$ cat config.mk
export PLATFORM = sky130hd
export DESIGN_NAME = fwb_mul
export DESIGN_NICKNAME = d
export VERILOG_FILES = /design/src/rtl/fwb_pkg.sv /design/src/rtl/fwb_booth_digit.sv /design/src/rtl/fwb_pp_row.sv /design/src/rtl/fwb_comp_bias.sv /design/src/rtl/fwb_core.sv /design/src/rtl/fwb_mul.sv
export SDC_FILE = /design/constraint.sdc
export NUM_CORES = 1
export LEC_CHECK = 0
export BUFFER_PORTS_ARGS = -buffer_cell sky130_fd_sc_hd__buf_2
export CORE_MARGIN = 5
export CORE_UTILIZATION = 49
export CTS_CLUSTER_DIAMETER = 60
export DETAILED_ROUTE_END_ITERATION = 10
export GPL_TIMING_DRIVEN = 1
export PLACE_DENSITY = 0.73
export RECOVER_POWER = 50
export SYNTH_ARGS = -nofsm -noshare
export SYNTH_HDL_FRONTEND = slang
export SYNTH_HIERARCHICAL = 1
export SYNTH_SLANG_ARGS = --single-unit
$ cat constraint.sdc
create_clock -name clk -period 6.8 [get_ports clk]
set_clock_uncertainty 0.15 [all_clocks]
set_input_delay 1.36 -clock clk [delete_from_list [all_inputs] [get_ports clk]]
set_output_delay 1.36 -clock clk [all_outputs]
set_load 0.02 [all_outputs]
$ cat src/rtl/fwb_pkg.sv
package fwb_pkg;

  // Selection produced by one radix-4 recoder
  typedef struct packed {
    logic neg;  // invert row and add one at its LSB
    logic dbl;  // magnitude two
    logic sgl;  // magnitude one
  } bsel_t;

  // Sum over rows of 4^i, i = 0 .. n/2-1, equals (2^n - 1) / 3 for even n
  function automatic int unsigned row_weight_sum(input int unsigned n);
    return ((32'd1 << n) - 32'd1) / 32'd3;
  endfunction

endpackage

$ cat src/rtl/fwb_booth_digit.sv
module fwb_booth_digit
  import fwb_pkg::*;
(
  input  logic [2:0] trip,
  output bsel_t      sel
);
  always_comb begin
    sel.sgl = trip[1] ^ trip[0];
    sel.dbl = (trip == 3'b011) | (trip == 3'b100);
    sel.neg = trip[2] & ~(trip[1] & trip[0]);
  end
endmodule

$ cat src/rtl/fwb_pp_row.sv
module fwb_pp_row
  import fwb_pkg::*;
#(
  parameter int N   = 8,
  parameter int ROW = 0
) (
  input  logic [N-1:N-2-2*ROW] a_hi,
  input  bsel_t                sel,
  output logic [N-1:0]         upper,
  output logic                 col_bit
);
  // lowest row bit that is still needed: the one landing in column N-1
  localparam int LO = N - 1 - 2 * ROW;

  logic [N:LO-1] a_ext;
  logic [N:LO]   rb;

  assign a_ext = {a_hi[N-1], a_hi};

  for (genvar j = LO; j <= N; j++) begin : g_bit
    assign rb[j] = sel.neg ^ ((sel.sgl & a_ext[j]) | (sel.dbl & a_ext[j-1]));
  end

  assign col_bit = rb[LO];

  // upper[k] is the row's bit in column N+k
  for (genvar k = 0; k < N; k++) begin : g_up
    if (k < 2 * ROW) begin : g_body
      assign upper[k] = rb[LO + 1 + k];
    end else if (k == 2 * ROW) begin : g_sign
      assign upper[k] = ~rb[N];
    end else begin : g_pad
      assign upper[k] = 1'b0;
    end
  end
endmodule

$ cat src/rtl/fwb_comp_bias.sv
module fwb_comp_bias #(
  parameter int N = 8,
  parameter int H = N / 2
) (
  input  logic [H-1:0] col_bits,
  output logic [N-1:0] bias
);
  localparam int CW = $clog2(H + 1);

  logic [CW-1:0] ones;
  logic          full;

  always_comb begin
    ones = '0;
    for (int i = 0; i < H; i++) begin
      ones = ones + CW'(col_bits[i]);
    end
  end

  assign full = &col_bits;
  assign bias = N'(ones) + N'(full) - N'(1);
endmodule

$ cat src/rtl/fwb_core.sv
module fwb_core
  import fwb_pkg::*;
#(
  parameter int N          = 8,
  parameter bit COMPENSATE = 1'b1
) (
  input  logic [N-1:0] a,
  input  logic [N-1:0] b,
  output logic [N-1:0] prod
);
  localparam int H = N / 2;
  // upper half of the folded sign-correction constant
  localparam logic [N-1:0] SG_HI = ~N'(row_weight_sum(N)) + N'(1);

  logic [N:0]   b_ext;
  bsel_t        sel   [H];
  logic [N-1:0] upper [H];
  logic [H-1:0] col_bits;
  logic [N-1:0] bias;
  logic [N-1:0] acc;

  assign b_ext = {b, 1'b0};

  for (genvar i = 0; i < H; i++) begin : g_row
    fwb_booth_digit u_dig (
      .trip (b_ext[2*i+2:2*i]),
      .sel  (sel[i])
    );
    fwb_pp_row #(.N(N), .ROW(i)) u_row (
      .a_hi    (a[N-1:N-2-2*i]),
      .sel     (sel[i]),
      .upper   (upper[i]),
      .col_bit (col_bits[i])
    );
  end

  if (COMPENSATE) begin : g_comp
    fwb_comp_bias #(.N(N), .H(H)) u_bias (
      .col_bits (col_bits),
      .bias     (bias)
    );
  end else begin : g_trunc
    assign bias = '0;
  end

  always_comb begin
    acc = SG_HI + bias;
    for (int i = 0; i < H; i++) begin
      acc = acc + upper[i];
    end
  end

  assign prod = acc;
endmodule

$ cat src/rtl/fwb_mul.sv
module fwb_mul #(
  parameter int N          = 8,
  parameter bit COMPENSATE = 1'b1
) (
  input  logic         clk,
  input  logic         rst,
  input  logic         in_valid,
  output logic         in_ready,
  input  logic [N-1:0] in_a,
  input  logic [N-1:0] in_b,
  output logic         out_valid,
  input  logic         out_ready,
  output logic [N-1:0] out_prod
);
  logic [N-1:0] prod_c;
  logic [N-1:0] prod_q;
  logic         vld_q;
  logic         take;

  fwb_core #(.N(N), .COMPENSATE(COMPENSATE)) u_core (
    .a    (in_a),
    .b    (in_b),
    .prod (prod_c)
  );

  assign in_ready = ~vld_q | out_ready;
  assign take     = in_valid & in_ready;

  always_ff @(posedge clk) begin
    if (rst) begin
      vld_q <= 1'b0;
    end else if (in_ready) begin
      vld_q <= in_valid;
    end
  end

  always_ff @(posedge clk) begin
    if (take) begin
      prod_q <= prod_c;
    end
  end

  assign out_valid = vld_q;
  assign out_prod  = prod_q;
endmodule

# Word level (Yosys, flattened, before mapping)
# Index checks and enable logic that the tools add are counted.
[op_classes]
add_sub_neg = 10
bitwise_logic = 98
reduce_logical = 1
n_eq_ne = 7
[ops]
columns = ["cell", "count"]
rows = [
  ["bitwise AND 1 bit", 43],
  ["bitwise OR 1 bit", 24],
  ["XOR 1 bit", 23],
  ["== test 3 x 2 -> 1 bit (second input constant)", 3],
  ["== test 3 bit (second input constant)", 3],
  ["adder 8 x 1 -> 8 bit", 1],
  ["adder 8 x 3 -> 8 bit", 1],
  ["adder 8 x 5 -> 8 bit", 1],
  ["adder 8 x 7 -> 8 bit", 1],
  ["adder 8 bit (first input constant)", 1],
  ["NOT 1 bit", 8],
  ["subtractor 4 x 1 -> 5 bit (second input constant)", 1],
  ["adder 3 x 1 -> 4 bit", 1],
  ["AND reduction 4 bit", 1],
  ["adder 2 x 1 -> 3 bit", 1],
  ["adder 3 x 1 -> 3 bit", 1],
  ["adder 1 x 1 -> 2 bit", 1],
  ["== test 2 bit (second input constant)", 1],
]
[word_totals]
wordCells = 118
ff_bits = 9
input_bits = 20
out_inout_bits = 10

# Longest topological paths before layout
[depth]
depth_word = 15
ltp_mapped = 26
mapped_depth_nobuf = 25

# By module
# The synthesis kept the hierarchy.
[modules_own_cells]
columns = ["mod", "area_each_um2", "seq_area_each_um2", "instances", "cells_each"]
rows = [
  ["fwb_core", 914.6, 0.0, 1, 101],
  ["fwb_mul", 295.3, 260.2, 1, 13],
  ["fwb_booth_digit", 53.8, 0.0, 4, 6],
  ["fwb_pp_row at u_core.g_row[3].u_row", 205.2, 0.0, 1, 21],
  ["fwb_comp_bias", 168.9, 0.0, 1, 20],
  ["fwb_pp_row at u_core.g_row[2].u_row", 126.4, 0.0, 1, 17],
  ["fwb_pp_row at u_core.g_row[1].u_row", 103.8, 0.0, 1, 14],
  ["fwb_pp_row at u_core.g_row[0].u_row", 91.3, 0.0, 1, 12],
]

# Least setup slack after synthesis
# OpenSTA, ideal clock, no wires.
[synth_timing]
path_kind = "input to register"
from = "input in_b[3]"
to = "register prod_q[6] (netlist: out_prod[6]) (data pin)"
n_path_buf = 0
path_stages = 23
required_ps = 6392
setup_time_ps = 258
t_arrival_ps = 6174
slack_ps = 219
path_cell_list = "ha_1 > mux2_4 > a22oi_1 > xnor2_1 > inv_1 > ha_1 > fa_1 > inv_1 > ha_1 > inv_1 > fa_1 > ha_1 > inv_1 > ha_1 > inv_1 > fa_1 > fa_1 > inv_1 > ha_1 > fa_1 > a21o_1 > a21oi_1 > xnor2_1"
[synth_lines]
columns = ["element", "line_no", "text"]
rows = [
  ["start: declaration", "fwb_mul.sv:10", "input logic [N-1:0] in_b,"],
  ["end signal: assignment", "fwb_mul.sv:39", "prod_q <= prod_c;"],
  ["end: declaration", "fwb_mul.sv:16", "logic [N-1:0] prod_q;"],
]

==> results.txt <==
setup TNS = 0 ps
Max-cap violations = 0
number of DRC violations after detailed routing = 0
outcome = finished clean
antenna violations before repair = 0
overflow left after global routing = 0
overall die area = 0.00574 mm²
total global-route track usage = 0.120
CTS sink cnt = 9
first-iteration detailed-routing DRC count = 17
data arrival time of the critical path = 6360 ps
clock-pin slew on the worst setup and hold paths = 40 ps
Core ar. = 0.00426 mm²
worst ir drop on vdd = 0.197 mV
Static Leak = 1.19 nW
global-route wire length before repair = 5420 µm
number of distinct standard cells referenced by the synthesized netlist = 30
category of the most critical setup path = in -> reg
I/O pins = 30
total length of routed wires = 3040 µm
average size of a mapped cell = 9.55 µm²
Final ANT Viol Nets = 0
routed vias = 1353
detailed placement HPWL = 2770 µm
number of cells produced by synthesis = 222
CTS HTree Levels = 1
Hold WC Path Type = reg -> reg
number of placement rows = 24
Max FO, Critical Path = 2
Final period util = 0.961
final worst-path setup slack = 267 ps
post-placement setup slack = -122 ps
total of fill cells in the finished design = 395
Skew-Pair Late Insertion Delay = 230 ps
first drt pass iteration count = 4
Placer Congestion = 0.744
endpoints failing setup = 0
Data required, critical path = 6630 ps
Highest Clock Rate = 153 MHz
non-filler instance count after layout = 308
post-route cell area = 0.00235 mm²
Avg WL per Cell = 9.87 µm
Cell Pwr Density = 447 mW/mm²
largest net degree at the start of global routing = 9
layout cell share with drive strength beyond 1 = 0.238
Design Power = 1.05 mW
sequential cell area fraction in the yosys report = 0.123
final hold violation count = 0
layout overhead on the synthesized area = 10.8%
tightest slew margin relative to the limit = 0.664
TritonCTS clock tree = done
total placed cells including tap cells = 303
Yosys reg bits = 9
post-layout min period = 6530 ps
detailed-route vias per instance = 4.39
starting utilization of the core area = 0.497
mapped cell area = 0.00212 mm²
Port-buffer cells = 29
clock buffer count from CTS = 3
Die Y-Extent = 75.8 µm
area post-placement = 0.00228 mm²
cell type of the slowest stage on the worst timing path = sky130_fd_sc_hd__fa_1
number of warnings issued by yosys = 6
sort of element at the end of the critical path = flop
pins over their slew limit = 0
actual slew at the worst max-slew pin = 503 ps
unrepaired setup endpoints after global routing = false
number of global-route vias before repair = 1407
die width = 75.8 µm
clk buf depth = 2
startpoint type of the worst setup path = input port
Crit path largest cell delay = 550 ps
Ant. Diodes = 0
final-stage net count = 325
Clk Tree Root Cell = sky130_fd_sc_hd__clkbuf_8
final cells by class:
class	count	area [µm²]	share of cell area
multi-input combinational	138	1510	0.644
sequential	9	260	0.111
inverter	65	244	0.104
timing repair buffer	40	223	0.0948
tap	52	65.1	0.0277
clock buffer	4	45.0	0.0192
synthesized netlist by cell type (all sizes together):
cell type	n	area [µm²]
a211oi	1	7.51
a21boi	1	7.51
a21o	2	15.0
a21oi	4	23.8
a22oi	16	160
and2	1	8.76
buf	22	170
clkbuf	1	5.00
conb	5	18.8
dfxtp	1	20.0
edfxtp	8	240
fa	22	440
ha	26	325
inv	65	244
mux2	4	60.1
nand2b	1	13.8
nand4	1	6.26
nor2b	4	25.0
o21ai	5	28.8
o21bai	1	7.51
xnor2	24	218
xnor3	1	22.5
xor2	6	52.6
flip-flops by register name, summed over array words and instances, names as in the netlist:
signal,count
out_valid,1
out_prod,8
critical path, delay by kind of cell:
family | cells | cell delay (ps)
XOR/XNOR | 2 | 230
AO/OA/AOI/OAI | 3 | 500
buffers and inverters | 8 | 490
multiplexers | 1 | 270
adder cells (fa/ha/maj) | 11 | 3490
final timing paths:
kind	from	endpoint	slack (ps)	cells after the start
setup / recovery	in_b[0]	out_prod[6]	270	25
hold reg to reg	out_valid	out_valid	370	2
hold / removal	out_valid	out_valid	370	2
setup reg to reg	out_valid	out_prod[3]	5430	2
metrics by stage:
stage           util  hold WS [ps]
5_1_grt        0.551           423
6_report       0.551           368
2_1_floorplan      -           470
4_1_cts        0.545           350
3_5_place_dp   0.535           343
3_3_place_gp   0.535           335
power breakdown:
group,switching (mW),leakage [nW],internal [mW]
combinational,0.437,1.08,0.403
clock,0.0186,0.0228,0.0406
sequential,0.00569,0.0858,0.145
total,0.462,1.19,0.588
layer usage:
metal / global-route usage / up-vias / share of wire
li1: - / 709 / -
met4: 0.0291 / 0 / 0
met2: 0.226 / 26 / 0.50
met3: 0.0119 / 0 / 0.057
met1: 0.144 / 618 / 0.44
met5: 0 / - / 0
what timing repair did:
| item | 4_1_cts | 5_1_grt |
|---|---|---|
| setup endpoints to repair | 0 | 2 |
| buffers inserted | 0 | 1 |
| gates resized for setup | 0 | 8 |
| hold buffers | 0 | 0 |
logic make-up (layout without fill, tap and decap cells):
kind of cell             Yosys count  in the layout  synth area share
AO/OA/AOI/OAI                     30             30             0.118
flip-flops                         9              9             0.123
buffers and inverters             88            109             0.198
AND/OR/NAND/NOR                    7              7            0.0254
other                              5             18           0.00885
XOR/XNOR                          31             31             0.138
adder cells (fa/ha/maj)           48             48             0.361
multiplexers                       4              4            0.0283
placed cells by master (no fill, tap or decap), types with 3 or more instances in the layout:
cell type | Yosys | layout
sky130_fd_sc_hd__mux2_4 | 4 | 4
sky130_fd_sc_hd__a22oi_2 | 8 | 9
sky130_fd_sc_hd__xor2_1 | 6 | 6
sky130_fd_sc_hd__conb_1 | 5 | 18
sky130_fd_sc_hd__buf_4 | 19 | 11
sky130_fd_sc_hd__a22oi_1 | 8 | 7
sky130_fd_sc_hd__ha_1 | 26 | 25
sky130_fd_sc_hd__edfxtp_1 | 8 | 8
sky130_fd_sc_hd__clkbuf_8 | 0 | 3
sky130_fd_sc_hd__fa_1 | 22 | 21
sky130_fd_sc_hd__xnor2_1 | 23 | 22
sky130_fd_sc_hd__buf_2 | 1 | 25
sky130_fd_sc_hd__nor2b_1 | 4 | 4
sky130_fd_sc_hd__inv_1 | 65 | 63
sky130_fd_sc_hd__clkbuf_1 | 0 | 5
sky130_fd_sc_hd__a21oi_1 | 3 | 3
(Power assumes the default switching activity.)
